File: config.mk
export PLATFORM = sky130hd
export DESIGN_NAME = window_update_seq
export DESIGN_NICKNAME = d
export VERILOG_FILES = /design/src/rtl/wseq_pkg.sv /design/src/rtl/wseq_req_check.sv /design/src/rtl/wseq_addr_gen.sv /design/src/rtl/wseq_preamble.sv /design/src/rtl/wseq_out_reg.sv /design/src/rtl/window_update_seq.sv
export SDC_FILE = /design/constraint.sdc
export NUM_CORES = 1
export LEC_CHECK = 0
export CORE_ASPECT_RATIO = 0.9
export CORE_MARGIN = 2
export CORE_UTILIZATION = 49
export DETAILED_ROUTE_END_ITERATION = 10
export HOLD_SLACK_MARGIN = 0.08
export PLACE_DENSITY_LB_ADDON = 0.1
export SYNTH_ARGS = -nofsm -noshare
export SYNTH_HDL_FRONTEND = slang
export SYNTH_HIERARCHICAL = 1
export SYNTH_SLANG_ARGS = --single-unit
File: constraint.sdc
create_clock -name clk -period 4.06 [get_ports clk]
set_input_delay 1.218 -clock clk [delete_from_list [all_inputs] [get_ports clk]]
set_output_delay 1.218 -clock clk [all_outputs]
set_load 0.01 [all_outputs]
File: src/rtl/wseq_pkg.sv
package wseq_pkg;

   typedef enum logic [2:0] {
      ST_IDLE,
      ST_PRE,
      ST_FETCH,
      ST_CAPT,
      ST_SEND
   } wseq_state_e;

   typedef struct packed {
      logic       is_data;
      logic [7:0] dat;
      logic       last;
   } wseq_beat_t;

   localparam int          PRE_BEATS = 7;
   localparam logic [2:0]  PRE_FINAL = 3'(PRE_BEATS - 1);

endpackage

File: src/rtl/wseq_req_check.sv
module wseq_req_check #(
   parameter int COORD_W       = 8,
   parameter int MAX_ROW_BYTES = 128,
   parameter int BYTES_W       = 8
) (
   input  logic [COORD_W-1:0] c_first,
   input  logic [COORD_W-1:0] c_last,
   input  logic [COORD_W-1:0] r_first,
   input  logic [COORD_W-1:0] r_last,
   output logic               ok,
   output logic [BYTES_W-1:0] row_bytes
);
   localparam int FULL_W       = COORD_W + 2;
   localparam int LARGEST_ROW  = 2 * (1 << COORD_W);

   logic [COORD_W:0]  span;
   logic [FULL_W-1:0] bytes_full;
   logic              fits;

   assign span       = {1'b0, c_last} - {1'b0, c_first} + 1'b1;
   assign bytes_full = {span, 1'b0};

   generate
      if (MAX_ROW_BYTES >= LARGEST_ROW) begin : g_no_limit
         assign fits      = 1'b1;
         assign row_bytes = BYTES_W'(bytes_full);
      end else begin : g_limit
         assign fits      = (bytes_full <= FULL_W'(MAX_ROW_BYTES));
         assign row_bytes = bytes_full[BYTES_W-1:0];
         if (BYTES_W > FULL_W) begin : g_bad_w
            $error("byte counter wider than coordinate span");
         end
      end
   endgenerate

   assign ok = (c_last >= c_first) && (r_last >= r_first) && fits;

endmodule

File: src/rtl/wseq_addr_gen.sv
module wseq_addr_gen #(
   parameter int ADDR_W  = 16,
   parameter int COORD_W = 8,
   parameter int BYTES_W = 8
) (
   input  logic               clk,
   input  logic               rst_n,
   input  logic               load,
   input  logic [ADDR_W-1:0]  base,
   input  logic [ADDR_W-1:0]  stride,
   input  logic [BYTES_W-1:0] row_bytes,
   input  logic [COORD_W-1:0] extra_rows,
   input  logic               step,
   output logic [ADDR_W-1:0]  addr,
   output logic               end_of_row,
   output logic               end_of_rect
);
   logic [ADDR_W-1:0]  row_base;
   logic [ADDR_W-1:0]  stride_q;
   logic [BYTES_W-1:0] col_idx;
   logic [BYTES_W-1:0] nbytes;
   logic [COORD_W-1:0] rows_left;

   assign addr        = row_base + ADDR_W'(col_idx);
   assign end_of_row  = (col_idx == nbytes - BYTES_W'(1));
   assign end_of_rect = end_of_row && (rows_left == '0);

   always_ff @(posedge clk or negedge rst_n) begin
      if (!rst_n) begin
         row_base  <= '0;
         stride_q  <= '0;
         col_idx   <= '0;
         nbytes    <= '0;
         rows_left <= '0;
      end else if (load) begin
         row_base  <= base;
         stride_q  <= stride;
         col_idx   <= '0;
         nbytes    <= row_bytes;
         rows_left <= extra_rows;
      end else if (step) begin
         if (end_of_row) begin
            col_idx   <= '0;
            row_base  <= row_base + stride_q;
            rows_left <= rows_left - 1'b1;
         end else begin
            col_idx <= col_idx + 1'b1;
         end
      end
   end

endmodule

File: src/rtl/wseq_preamble.sv
module wseq_preamble
   import wseq_pkg::*;
#(
   parameter int         COORD_W       = 8,
   parameter logic [7:0] CMD_SET_ROW   = 8'h75,
   parameter logic [7:0] CMD_SET_COL   = 8'h15,
   parameter logic [7:0] CMD_WRITE_RAM = 8'h5C
) (
   input  logic [2:0]         idx,
   input  logic [COORD_W-1:0] c_first,
   input  logic [COORD_W-1:0] c_last,
   input  logic [COORD_W-1:0] r_first,
   input  logic [COORD_W-1:0] r_last,
   output wseq_beat_t         beat
);
   always_comb begin
      beat = '{is_data: 1'b0, dat: CMD_WRITE_RAM, last: 1'b1};
      case (idx)
         3'd0: beat = '{is_data: 1'b0, dat: CMD_SET_ROW, last: 1'b0};
         3'd1: beat = '{is_data: 1'b1, dat: 8'(r_first), last: 1'b0};
         3'd2: beat = '{is_data: 1'b1, dat: 8'(r_last), last: 1'b0};
         3'd3: beat = '{is_data: 1'b0, dat: CMD_SET_COL, last: 1'b0};
         3'd4: beat = '{is_data: 1'b1, dat: 8'(c_first), last: 1'b0};
         3'd5: beat = '{is_data: 1'b1, dat: 8'(c_last), last: 1'b0};
         default: ;
      endcase
   end

endmodule

File: src/rtl/wseq_out_reg.sv
module wseq_out_reg
   import wseq_pkg::*;
(
   input  logic       clk,
   input  logic       rst_n,
   input  logic       load,
   input  wseq_beat_t beat_in,
   input  logic       ready,
   output logic       valid,
   output wseq_beat_t beat
);
   always_ff @(posedge clk or negedge rst_n) begin
      if (!rst_n) begin
         valid <= 1'b0;
         beat  <= '0;
      end else if (load) begin
         valid <= 1'b1;
         beat  <= beat_in;
      end else if (valid && ready) begin
         valid <= 1'b0;
      end
   end

endmodule

File: src/rtl/window_update_seq.sv
module window_update_seq
   import wseq_pkg::*;
#(
   parameter int         COORD_W       = 8,
   parameter int         ADDR_W        = 16,
   parameter int         MAX_ROW_BYTES = 128,
   parameter int         FB_LATENCY    = 1,
   parameter logic [7:0] CMD_SET_ROW   = 8'h75,
   parameter logic [7:0] CMD_SET_COL   = 8'h15,
   parameter logic [7:0] CMD_WRITE_RAM = 8'h5C
) (
   input  logic               clk,
   input  logic               rst_n,
   input  logic               req,
   input  logic [COORD_W-1:0] col_first,
   input  logic [COORD_W-1:0] col_last,
   input  logic [COORD_W-1:0] row_first,
   input  logic [COORD_W-1:0] row_last,
   input  logic [ADDR_W-1:0]  fb_base,
   input  logic [ADDR_W-1:0]  fb_stride,
   output logic               busy,
   output logic               done,
   output logic               err,
   output logic               fb_rd_en,
   output logic [ADDR_W-1:0]  fb_rd_addr,
   input  logic [7:0]         fb_rd_data,
   output logic               out_valid,
   input  logic               out_ready,
   output logic               out_is_data,
   output logic [7:0]         out_data,
   output logic               out_last
);
   localparam int BYTES_W = $clog2(MAX_ROW_BYTES + 1);
   localparam int CNT_W   = $clog2(FB_LATENCY + 1);

   generate
      if (COORD_W < 1 || COORD_W > 8) begin : g_bad_coord
         $error("COORD_W must lie in 1..8");
      end
      if (MAX_ROW_BYTES < 2) begin : g_bad_max
         $error("MAX_ROW_BYTES must be at least 2");
      end
      if (FB_LATENCY < 1) begin : g_bad_lat
         $error("FB_LATENCY must be at least 1");
      end
   endgenerate

   wseq_state_e        state;
   logic [2:0]         pre_idx;
   logic               in_row;
   logic               done_q;
   logic               err_q;
   logic [COORD_W-1:0] cf_q, cl_q, rf_q, rl_q;

   logic               req_ok;
   logic [BYTES_W-1:0] req_bytes;
   logic               accept;
   logic               ag_step;
   logic               eor, eorect;
   logic [ADDR_W-1:0]  ag_addr;
   logic               lat_hit;
   logic               hs;
   logic               ob_load;
   logic               ob_valid;
   wseq_beat_t         pre_beat, beat_in, beat_q;

   wseq_req_check #(
      .COORD_W(COORD_W), .MAX_ROW_BYTES(MAX_ROW_BYTES), .BYTES_W(BYTES_W)
   ) u_check (
      .c_first(col_first), .c_last(col_last),
      .r_first(row_first), .r_last(row_last),
      .ok(req_ok), .row_bytes(req_bytes)
   );

   assign accept  = (state == ST_IDLE) && req && req_ok;
   assign hs      = ob_valid && out_ready;
   assign ag_step = (state == ST_SEND) && hs && in_row;

   wseq_addr_gen #(
      .ADDR_W(ADDR_W), .COORD_W(COORD_W), .BYTES_W(BYTES_W)
   ) u_addr (
      .clk(clk), .rst_n(rst_n),
      .load(accept),
      .base(fb_base), .stride(fb_stride),
      .row_bytes(req_bytes),
      .extra_rows(row_last - row_first),
      .step(ag_step),
      .addr(ag_addr), .end_of_row(eor), .end_of_rect(eorect)
   );

   wseq_preamble #(
      .COORD_W(COORD_W), .CMD_SET_ROW(CMD_SET_ROW),
      .CMD_SET_COL(CMD_SET_COL), .CMD_WRITE_RAM(CMD_WRITE_RAM)
   ) u_pre (
      .idx(pre_idx),
      .c_first(cf_q), .c_last(cl_q), .r_first(rf_q), .r_last(rl_q),
      .beat(pre_beat)
   );

   generate
      if (FB_LATENCY == 1) begin : g_lat_one
         assign lat_hit = 1'b1;
      end else begin : g_lat_multi
         logic [CNT_W-1:0] wait_cnt;
         always_ff @(posedge clk or negedge rst_n) begin
            if (!rst_n)
               wait_cnt <= '0;
            else if (state == ST_FETCH)
               wait_cnt <= CNT_W'(1);
            else if (state == ST_CAPT && !lat_hit)
               wait_cnt <= wait_cnt + 1'b1;
         end
         assign lat_hit = (wait_cnt == CNT_W'(FB_LATENCY));
      end
   endgenerate

   always_comb begin
      ob_load = (state == ST_PRE) || ((state == ST_CAPT) && lat_hit);
      if (state == ST_PRE)
         beat_in = pre_beat;
      else
         beat_in = '{is_data: 1'b1, dat: fb_rd_data, last: eor};
   end

   wseq_out_reg u_out (
      .clk(clk), .rst_n(rst_n),
      .load(ob_load), .beat_in(beat_in), .ready(out_ready),
      .valid(ob_valid), .beat(beat_q)
   );

   always_ff @(posedge clk or negedge rst_n) begin
      if (!rst_n) begin
         state   <= ST_IDLE;
         pre_idx <= '0;
         in_row  <= 1'b0;
         done_q  <= 1'b0;
         err_q   <= 1'b0;
         cf_q    <= '0;
         cl_q    <= '0;
         rf_q    <= '0;
         rl_q    <= '0;
      end else begin
         done_q <= 1'b0;
         err_q  <= 1'b0;
         case (state)
            ST_IDLE: begin
               if (req) begin
                  if (req_ok) begin
                     cf_q    <= col_first;
                     cl_q    <= col_last;
                     rf_q    <= row_first;
                     rl_q    <= row_last;
                     pre_idx <= '0;
                     in_row  <= 1'b0;
                     state   <= ST_PRE;
                  end else begin
                     err_q <= 1'b1;
                  end
               end
            end
            ST_PRE:   state <= ST_SEND;
            ST_FETCH: state <= ST_CAPT;
            ST_CAPT:  if (lat_hit) state <= ST_SEND;
            ST_SEND: begin
               if (hs) begin
                  if (!in_row) begin
                     if (pre_idx == PRE_FINAL) begin
                        in_row <= 1'b1;
                        state  <= ST_FETCH;
                     end else begin
                        pre_idx <= pre_idx + 1'b1;
                        state   <= ST_PRE;
                     end
                  end else if (eorect) begin
                     done_q <= 1'b1;
                     state  <= ST_IDLE;
                  end else begin
                     state <= ST_FETCH;
                  end
               end
            end
            default: state <= ST_IDLE;
         endcase
      end
   end

   assign busy        = (state != ST_IDLE);
   assign done        = done_q;
   assign err         = err_q;
   assign fb_rd_en    = (state == ST_FETCH);
   assign fb_rd_addr  = ag_addr;
   assign out_valid   = ob_valid;
   assign out_is_data = beat_q.is_data;
   assign out_data    = beat_q.dat;
   assign out_last    = beat_q.last;

endmodule

[Word-level counts from Yosys, hierarchy flattened]
Index checks and enable logic that the tools add are counted.
Word-level totals
  flip-flop bits (word level): 107
  bits of input ports: 76
  output and inout port bits: 31
  word-level logic and storage cells: 108
Operators by class
  multiplexer cells: 39
  eq/ne operators: 16
  add/sub/neg operators: 9
  reduce and logical (&&, ||, !) cells: 23
  $lt $le $gt $ge: 3
Operator list (number)
  10-bit case mux with 6 select lines: 1
  16-bit two-way mux: 3
  8-bit two-way mux: 6
  3-bit two-way mux: 9
  16-bit adder: 1
  16-bit by 8-bit adder with 16-bit output: 1
  8-bit >= comparator: 2
  8-bit by 1-bit subtractor with 8-bit output (second input constant): 2
  1-bit two-way mux: 14
  3-bit by 2-bit equality test with 1-bit output (second input constant): 4
  3-bit equality test (second input constant): 4
  3-bit case mux with 4 select lines: 1
  10-bit by 8-bit <= comparator with 1-bit output (second input constant): 1
  10-bit two-way mux: 1
  2-bit != test (second input constant): 5
  9-bit by 1-bit adder with 9-bit output (second input constant): 1
  8-bit by 8-bit subtractor with 9-bit output: 1
  8-bit by 1-bit adder with 8-bit output (second input constant): 1
  8-bit equality test: 1
  1-bit logical AND: 8
  8-bit zero test: 1
  2-bit nonzero test: 4
  8-bit subtractor: 1
  3-bit by 1-bit equality test with 1-bit output (second input constant): 2
  other kinds (12): 15

[Longest topological paths before layout]
Gate-level depths: netlist (run 1).
  depth after elaboration: 7
  gate-level depth with buffers: 18
  depth with buffers taken out: 16

[By module]
The synthesis (run 1) kept the hierarchy.
By module, submodules not included
  wseq_addr_gen: cells each 441, area an instance 4056.4 um2, instances 1, sequential area each 1401.3 um2
  window_update_seq: cells each 169, area an instance 2247.2 um2, instances 1, sequential area each 1026.0 um2
  wseq_req_check: cells each 113, area an instance 852.1 um2, instances 1, sequential area each 0.0 um2
  wseq_out_reg: cells each 24, area an instance 445.4 um2, instances 1, sequential area each 275.3 um2
  wseq_preamble: cells each 45, area an instance 322.8 um2, instances 1, sequential area each 0.0 um2

[Worst setup path before layout (run 1)]
Ideal clock, no wire load.
  path kind: input -> register
  from: input col_first[1]
  to: register u_addr.stride_q[0]
  stages on the path: 15
  path slack: -0.861 ns
  required time: 3.935 ns
  data arrival time: 4.796 ns
  library setup time: 0.125 ns
  path through: inv_1 > ha_1 > inv_1 > ha_1 > fa_1 > xnor2_1 > or4_1 > o311a_1 > nor4_2 > nand2_1 > nor2_8 > buf_12 > clkbuf_1 > buf_1 > mux2_2
Between the ends
  word-level cells in the longest chain between the ends: 5
RTL lines
  from (decl): RTL line window_update_seq.sv:15  | input logic [COORD_W-1:0] col_first,
  8-bit by 8-bit subtractor with 9-bit output: RTL line wseq_req_check.sv:20  | assign span = {1'b0, c_last} - {1'b0, c_first} + 1'b1;
  9-bit by 1-bit adder with 9-bit output: RTL line wseq_req_check.sv:20
  net req_bytes[4]: RTL line window_update_seq.sv:56  | logic [BYTES_W-1:0] req_bytes;
  10-bit by 8-bit <= comparator with 1-bit output: RTL line wseq_req_check.sv:28  | assign fits = (bytes_full <= FULL_W'(MAX_ROW_BYTES));
  1-bit logical AND: RTL line wseq_req_check.sv:36  | assign ok = (c_last >= c_first) && (r_last >= r_first) && fits;
  net req_ok: RTL line window_update_seq.sv:55  | logic req_ok;
  1-bit logical AND: RTL line window_update_seq.sv:75  | assign accept = (state == ST_IDLE) && req && req_ok;
  net accept: RTL line window_update_seq.sv:57  | logic accept;
  to (signal assigned): RTL line wseq_addr_gen.sv:37  | stride_q <= stride;
  to (decl): RTL line wseq_addr_gen.sv:19  | logic [ADDR_W-1:0] stride_q;
The timed path passes the listed nets, and every way through them passes these cells.
A chain may end at the register's enable or synchronous reset.

[Worst setup path after layout (run 1)]
  from: register u_addr.row_base[1]
  to: output fb_rd_addr[11]
Between the ends
  word-level cells in the longest chain between the ends: 1
RTL lines
  from (decl): RTL line wseq_addr_gen.sv:18  | logic [ADDR_W-1:0] row_base;
  from (signal assigned): RTL line wseq_addr_gen.sv:36  | row_base <= base;
  from (signal assigned): RTL line wseq_addr_gen.sv:44  | row_base <= row_base + stride_q;
  16-bit by 8-bit adder with 16-bit output: RTL line wseq_addr_gen.sv:24  | assign addr = row_base + ADDR_W'(col_idx);
  to (decl): RTL line window_update_seq.sv:25  | output logic [ADDR_W-1:0] fb_rd_addr,
No other way between the ends.

==> impl_results.md, run 1 <==
* Status: finished clean
* Leakage Power at 5.12 nW
* Remaining global-route overflow at 0
* Bufs and invs on worst path at 2
* Area of the die at 0.0172 mm2
* Worst path max stage delay at 0.45 ns
* GRT Overall Usage at 0.242
* Syn_nets at 935
* Drc violations at 0
* Cell family with most CP delay: compound AO/OA/AOI/OAI gates
* Int Power at 0.00181 W
* Max rail drop VDD at 0.225 mV
* Crit. End Element: output port
* PnR Total Power at 0.00246 W
* CTS Buf Count at 9
* H-Tree Depth at 3
* CP max stage cell: dfrtp_2
* Synth Flop Type: dfrtp_1
* Startpoint Class: flop
* Rows at 44
* Clk buf depth at 2
* RSZ-0062 raised after global routing: true
* Clk_lat worst skew at 0.36 ns
* Vias at 6567
* CTS root buf: clkbuf_16
* Max Cap Viol at 0
* Clk network pwr share at 0.387
* Final Max Tran Viols at 0
* Fill count at 1292
* WS Path Type: flop to output port
* Placement Cell Area at 0.00977 mm2
* Max-slew headroom at 0.525
* CTS tree: done
* Logic pwr share at 0.171
* Placed Cells at 1147
* Seq/Total Area, Yosys at 0.341
* PD cells at 235 mW/mm2
* Drt initial violations at 359
* Die extent in x at 138 um
* Post-synth EDFFs at 0
* Share of cells above drive strength 1 at 0.269
* Global-route wire length before repair at 33.9 mm
* Final GP Congestion at 0.882
* #FFs+latches synth at 108
* Routed WL per cell at 17.7 um
* Worst slew pin tran at 0.713 ns
* Top Ports at 107
* HP Class: flop to flop
* Nets at 1116
* Switching Share at 0.265
* Hpwl dp at 15.5 mm
* Area growth, synth to finish at 32.0%
* Final Hold Fails at 0
* Synthesized cell area at 0.00792 mm2
* Post-Synthesis Cells at 792
* Finished Layout Cells at 1185
* Period utilization at 0.982
* CP required at 2.84 ns
* Max FO, Critical Path at 6
* Max frequency at 0.251 GHz
* Die H at 125 um
* Clock slew at reported path FFs at 0.08 ns
* IO buf count at 106
* Sw Pwr at 0.000651 W
* Largest net degree at the start of global routing at 54
* Setup violators final at 0
* Post-synth ARST share at 1.00
* Critical Path AT at 2.77 ns
* Clock Skews at 0.0112 ns
* Final wirelength at 20.9 mm
* TritonCTS sink count at 108
* CP Cell Sequence: ha_1 -> a21o_1 -> a21oi_2 -> nor2b_1 -> o21a_1 -> o31a_1 -> buf_4 -> mux2_2 -> nand3_1 -> clkdlybuf4s15_2
* Pre-antenna DRT Iters at 6
* Min Tclk post-route at 3.99 ns
* Sequential Power Share at 0.441
* Finished layout cell area at 0.0105 mm2
* Detail Route Antenna Nets at 0
* Initial antenna violation count at 0
* Via density at 5.54
* Core box area at 0.0160 mm2
* Vias in the first global route at 6652
* Antenna Cells at 0
* Post-synth cell types at 74
* Synth warnings at 6
* Mean Syn Cell Area at 10.0 um2
* Initial Utilization at 0.496
-- registers in the layout, indices dropped and copies added (netlist names), 3 cells and up --
name / flops
u_addr/nbytes: 8
pre_idx: 3
u_addr/col_idx: 8
u_addr/row_base: 16
u_addr/rows_left: 8
rl_q: 8
rf_q: 8
u_addr/stride_q: 16
cf_q: 8
u_out/beat: 10
cl_q: 8
state: 3
-- stage by stage --
stage / hold WS, ns / utilization / setup WS, ns / TNS [ns]
finish: 0.512 / 0.655 / 0.0712 / 0
global route: 0.531 / 0.655 / -0.0377 / -0.119
CTS: 0.516 / 0.646 / -0.00382 / -0.00382
detailed placement: 0.495 / 0.612 / -1.06 / -86.28
global placement: 0.494 / 0.612 / -1.01 / -81.92
floorplan: 0.473 / - / -0.484 / -29.96
-- placed cells by master (no fill, tap or decap), types with 10 or more instances in the layout --
cell type | netlist | layout
xnor2_1 | 31 | 29
nand3_1 | 12 | 10
clkdlybuf4s50_1 | 0 | 81
mux2_4 | 38 | 58
buf_4 | 3 | 82
a21o_1 | 15 | 15
a21oi_1 | 43 | 41
inv_1 | 56 | 46
o21ai_0 | 38 | 37
nor2_1 | 51 | 51
dfrtp_1 | 108 | 106
mux2i_1 | 22 | 21
nand2_1 | 55 | 54
nand2b_1 | 13 | 11
xor2_1 | 18 | 18
mux2_2 | 41 | 22
ha_1 | 60 | 50
-- Yosys cell counts, drive strengths merged (3+ instances only) --
| cell type | n | area [um2] |
|---|---|---|
| o21ai | 38 | 190 |
| xor2 | 18 | 158 |
| nand3b | 4 | 30.0 |
| ha | 60 | 751 |
| buf | 14 | 139 |
| nand4 | 6 | 52.6 |
| a22oi | 7 | 52.6 |
| o22ai | 7 | 43.8 |
| o21a | 8 | 60.1 |
| nor3 | 9 | 50.1 |
| nor2 | 54 | 224 |
| a21o | 16 | 121 |
| or3 | 8 | 50.1 |
| and3 | 10 | 63.8 |
| nand2 | 55 | 206 |
| inv | 56 | 210 |
| a211oi | 6 | 45.0 |
| nand2b | 13 | 81.3 |
| a211o | 3 | 26.3 |
| dfrtp | 108 | 2700 |
| o221ai | 3 | 26.3 |
| a21oi | 43 | 215 |
| mux2i | 22 | 220 |
| mux2 | 80 | 1040 |
| clkbuf | 16 | 60.1 |
| nor3b | 4 | 30.0 |
| a31oi | 8 | 50.1 |
| a2bb2oi | 4 | 35.0 |
| or3b | 4 | 35.0 |
| nor2b | 10 | 67.6 |
| xnor2 | 31 | 272 |
| fa | 7 | 140 |
| and2 | 5 | 31.3 |
| o211ai | 9 | 67.6 |
| or4 | 3 | 22.5 |
| nand3 | 12 | 60.1 |
-- path summary, 6_finish.rpt --
check / depth (start not counted) / to / slack [ns] / startpoint
worst max register to register: 11 / u_addr/row_base[14] / 1.12 / u_addr/row_base[0]
worst max-delay path: 10 / fb_rd_addr[11] / 0.07 / u_addr/row_base[1]
worst min register to register: 1 / cl_q[2] / 0.51 / cl_q[2]
worst min-delay path: 1 / cl_q[2] / 0.51 / cl_q[2]
max in group asynchronous: 3 / cl_q[6] / 2.24 / rst_n
min in group asynchronous: 1 / u_addr/stride_q[0] / 0.90 / rst_n
-- worst reg2reg max path, delay by kind of cell, from the launching register on --
family / cells / cell delay [ns]
buf+inv: 2 / 0.19
fa+ha+maj: 2 / 0.62
flops: 1 / 0.37
simple gates: 1 / 0.18
mux: 1 / 0.32
compound gates: 5 / 1.15
-- metal layers --
metal	wire, um	vias up	global-route usage
met1	9330	3183	0.316
met5	0	-	0
met2	10400	187	0.417
met4	275	0	0.0546
li1	-	3176	-
met3	877	21	0.0484
-- kinds of logic (layout without fill, tap and decap cells) --
kind of cell | Yosys count | count (layout) | synth area share
other | 1 | 1 | 0.000473
XOR/XNOR | 49 | 49 | 0.0542
multiplexers | 102 | 102 | 0.159
adder cells (fa/ha/maj) | 68 | 68 | 0.114
AND/OR/NAND/NOR | 205 | 205 | 0.137
AO/OA/AOI/OAI | 173 | 173 | 0.143
buffers and inverters | 86 | 272 | 0.0516
flip-flops | 108 | 108 | 0.341
-- cell type report --
class                   instances  area (um2)  area share
clock buffers                   9         225      0.0215
clock inverters                 7        87.6     0.00837
inverters                      56         220      0.0211
multi-input cells             598        5100       0.488
flip-flops and latches        108        2710       0.259
well taps                     207         259      0.0248
repair buffers                200        1860       0.178
-- power groups by stage --
stage               clock network, W  logic (W)  registers (W)
finish                      0.000952   0.000421        0.00108
global route                 0.00102   0.000462        0.00109
CTS                         0.000980   0.000392        0.00108
detailed placement                 0   0.000374        0.00111
global placement                   0   0.000364        0.00111
floorplan                          0   0.000164        0.00110
-- timing repair --
action / 4_1_cts / 5_1_grt
hold buffers: 0 / 0
endpoints found under the setup margin: 103 / 87
pin swaps: 16 / 11
endpoints found under the hold margin: 0 / 0
gates resized for setup: 68 / 50
buffers inserted: 15 / 8
cloned: 1 / 0
Power figures use the tool's default switching activity.
==> inputs of run 2 (changes only) <==
--- a/config.mk
+++ b/config.mk
@@ -5,6 +5,8 @@
 export SDC_FILE = /design/constraint.sdc
 export NUM_CORES = 1
 export LEC_CHECK = 0
+export ABC_AREA = 1
+export CAP_MARGIN = 15
 export CORE_ASPECT_RATIO = 0.9
 export CORE_MARGIN = 2
 export CORE_UTILIZATION = 49
==> run 2 against run 1 <==
  * Clock skew is 0.0031 ns lower
  * Core utilization fell by 2.8 points
  * Sequential share of layout area increased by 0.61 points
  * Routed wire length rose by 2.3%
  * Die area grew 3.5%
  * Setup slack improved by 0.085 ns
  * First-iteration DRC count is 25% higher
  * Critical path type is now input pin to flop
  * Highest routed layer unchanged
==> impl_results.md, run 2 <==
* Status: finished clean
* Crit. Startpoint: col_first[3]
* Core box area at 0.0163 mm2
* Reg2Reg Setup Slack at 1.84 ns
* Synth top cells by count: nand2_1 (509), inv_1 (137), dfrtp_1 (108)
* Routed WL per cell at 13.7 um
* CP Cell Sequence: clkdlybuf4s50_1 -> inv_1 -> ha_1 -> ha_2 -> inv_2 -> nor2_1 -> nand3_2 -> nand3_1 -> nand2_2 -> nand2_1 -> nand4_1 -> nor2_2 -> buf_4 -> buf_4 -> buf_4 -> buf_4 -> buf_4 -> nand2_1 -> nand3_2 -> nand2_4 -> buf_4 -> o21bai_1 -> nand2_1
* Max-slew headroom at 0.437
* PD cells at 397 mW/mm2
* #FFs+latches synth at 108
* Max rail drop VDD at 0.308 mV
* HP Class: flop to flop
* CP most frequent cell: buf_4
* Finished layout cell area at 0.0102 mm2
* Setup violators final at 0
* Biggest regs: u_addr/row_base: 16 flops, u_addr/stride_q: 16 flops, u_out/beat: 10 flops
* Remaining global-route overflow at 0
* Clock slew at reported path FFs at 0.08 ns
* Seq/Total Area, Yosys at 0.329
* Most frequent cells in the layout: nand2_1 (502), inv_1 (132), dfrtp_1 (107)
* Clock Skews at 0.00813 ns
* Worst slew pin tran at 0.841 ns
* Worst hold slack at 0.475 ns
* Period utilization at 0.962
* Post-synth cell types at 39
* H-Tree Depth at 3
* Yosys top cell by area: dfrtp_1
* Area of the die at 0.0178 mm2
* Largest net degree at the start of global routing at 57
* Synth warnings at 6
* Clk buf depth at 2
* CTS root buf: clkbuf_16
* Synth Flop Type: dfrtp_1
* Terminus of the critical flop-to-flop path: state[1]
* Commonest non-fill, non-tap cell in the layout: nand2_1
* Die H at 127 um
* Vias in the first global route at 7462
* Max Cap Viol at 0
* CP max stage cell: clkdlybuf4s50_1
* Post-synth ARST share at 1.00
* IO buf count at 106
* Post-synth EDFFs at 0
* Share of cells above drive strength 1 at 0.107
* Die extent in x at 140 um
* WS Path Type: input pin to flop
* Initial Utilization at 0.504
* CP required at 4.31 ns
* Nets at 1499
* Hold-fix buffers, CTS at 0
* CTS Buf Count at 9
* Final GP Congestion at 0.892
* Post-Synthesis Cells at 1213
* Area growth, synth to finish at 24.3%
* Final Max Tran Viols at 0
* Antenna Cells at 0
* Layout Utilization at 0.627
* Critical Path AT at 4.15 ns
* Reg2reg path depth at 13
* Mean Syn Cell Area at 6.77 um2
* Worst r2r src: u_addr/nbytes[0]
* Crit. End Element: flop
* Final Hold Fails at 0
* Leakage Power at 5.66 nW
* Hpwl dp at 16.5 mm
* Via density at 5.02
* Startpoint Class: input pin
* Synthesized cell area at 0.00821 mm2
* Vias at 7862
* Clk_lat worst skew at 0.36 ns
* Syn_nets at 1356
* GRT Overall Usage at 0.248
* TritonCTS sink count at 108
* Max FO, Critical Path at 5
* Drc violations at 0
* CTS tree: done
* Drt initial violations at 450
* Capture point of the critical path: pre_idx[2]
* Rows at 44
* Count leader, synth: nand2_1
* Pre-antenna DRT Iters at 5
* Initial antenna violation count at 0
* Worst path max stage delay at 0.48 ns
* Top post-synthesis cells by area: dfrtp_1 (33%), nand2_1 (23%), ha_1 (9.1%)
* Final wirelength at 21.4 mm
* Placement Cell Area at 0.00974 mm2
* Top Ports at 107
* Post-synth top area share at 0.329
* Global-route wire length before repair at 35.8 mm
* Detail Route Antenna Nets at 0
* Max frequency at 0.256 GHz
* Min Tclk post-route at 3.90 ns
run 2: cell types whose count changed after synthesis, sizes merged, moves of 22 or more:
cell	delta
nand2	+471
mux2	-80
inv	+89
mux2i	-22
nand3	+83
nor2	+32
run 2: area by class of cell:
cell class,instances,area [um2]
fill,1581,6080
tap,207,259
clock inverter,5,37.5
clock buffer,10,229
timing repair buffer,162,1540
inverter,147,552
multi-input combinational,928,4900
sequential,108,2700
run 2: metrics by stage:
| step | std cells | setup slack, ns | total power [W] | TNS [ns] |
|---|---|---|---|---|
| global route | 1567 | -0.0369 | 0.00437 | -0.0696 |
| global placement | 1544 | -0.360 | 0.00316 | -17.93 |
| detailed placement | 1544 | -0.469 | 0.00318 | -26.17 |
| CTS | 1563 | -0.00481 | 0.00404 | -0.00481 |
| finish | 1567 | 0.156 | 0.00405 | 0 |
| floorplan | 1213 | 0.00268 | 0.00259 | 0 |
run 2: report_power, final:
part	switching [W]	leakage (nW)	total (W)	internal, W
sequential	0.000253	1.42	0.00161	0.00136
combinational	0.000891	4.11	0.00160	0.000708
clock	0.000426	0.125	0.000843	0.000417
run 2: repair_timing:
| action | in CTS | in global routing |
|---|---|---|
| resized for setup | 9 | 41 |
| cloned | 0 | 0 |
| setup buffers | 4 | 4 |
| hold endpoints to repair | 0 | 0 |
| endpoints found under the setup margin | 35 | 81 |
| pin swaps | 8 | 18 |
run 2: worst min-delay path by stage:
stage | from | cells after the start | slack [ns] | to
after global placement | u_out/beat[1] | 2 | 0.46 | u_out/beat[1]
after CTS | u_out/beat[6] | 2 | 0.48 | u_out/beat[6]
after floorplan | u_addr/rows_left[1] | 2 | 0.44 | u_addr/rows_left[1]
after global routing | rl_q[6] | 2 | 0.50 | rl_q[6]
final | u_out/beat[2] | 2 | 0.48 | u_out/beat[2]
after detailed placement | u_out/beat[2] | 2 | 0.46 | u_out/beat[2]
run 2: kinds of logic after synthesis:
kind of cell,after synthesis,share of synthesized area
AOI/OAI and AO/OA,87,0.0599
xor gates and xnor gates,34,0.0363
and+or+nand+nor,739,0.375
adders and majority gates,67,0.108
other,1,0.000457
DFF,108,0.329
buffers and inverters,177,0.0905
run 2: worst max-delay path, delay by kind of cell:
kind                       cells  cell delay, ns
buffers and inverters          9            1.23
and+or+nand+nor               11            0.98
adders and majority gates      2            0.59
AOI/OAI and AO/OA              1            0.12
run 2: per-layer routing:
| metal | share of wire | GRT usage | up-vias |
|---|---|---|---|
| li1 | - | - | 4076 |
| met1 | 0.46 | 0.331 | 3569 |
| met2 | 0.47 | 0.426 | 185 |
| met3 | 0.043 | 0.0351 | 32 |
| met4 | 0.020 | 0.0676 | 0 |
| met5 | 0 | 0 | - |
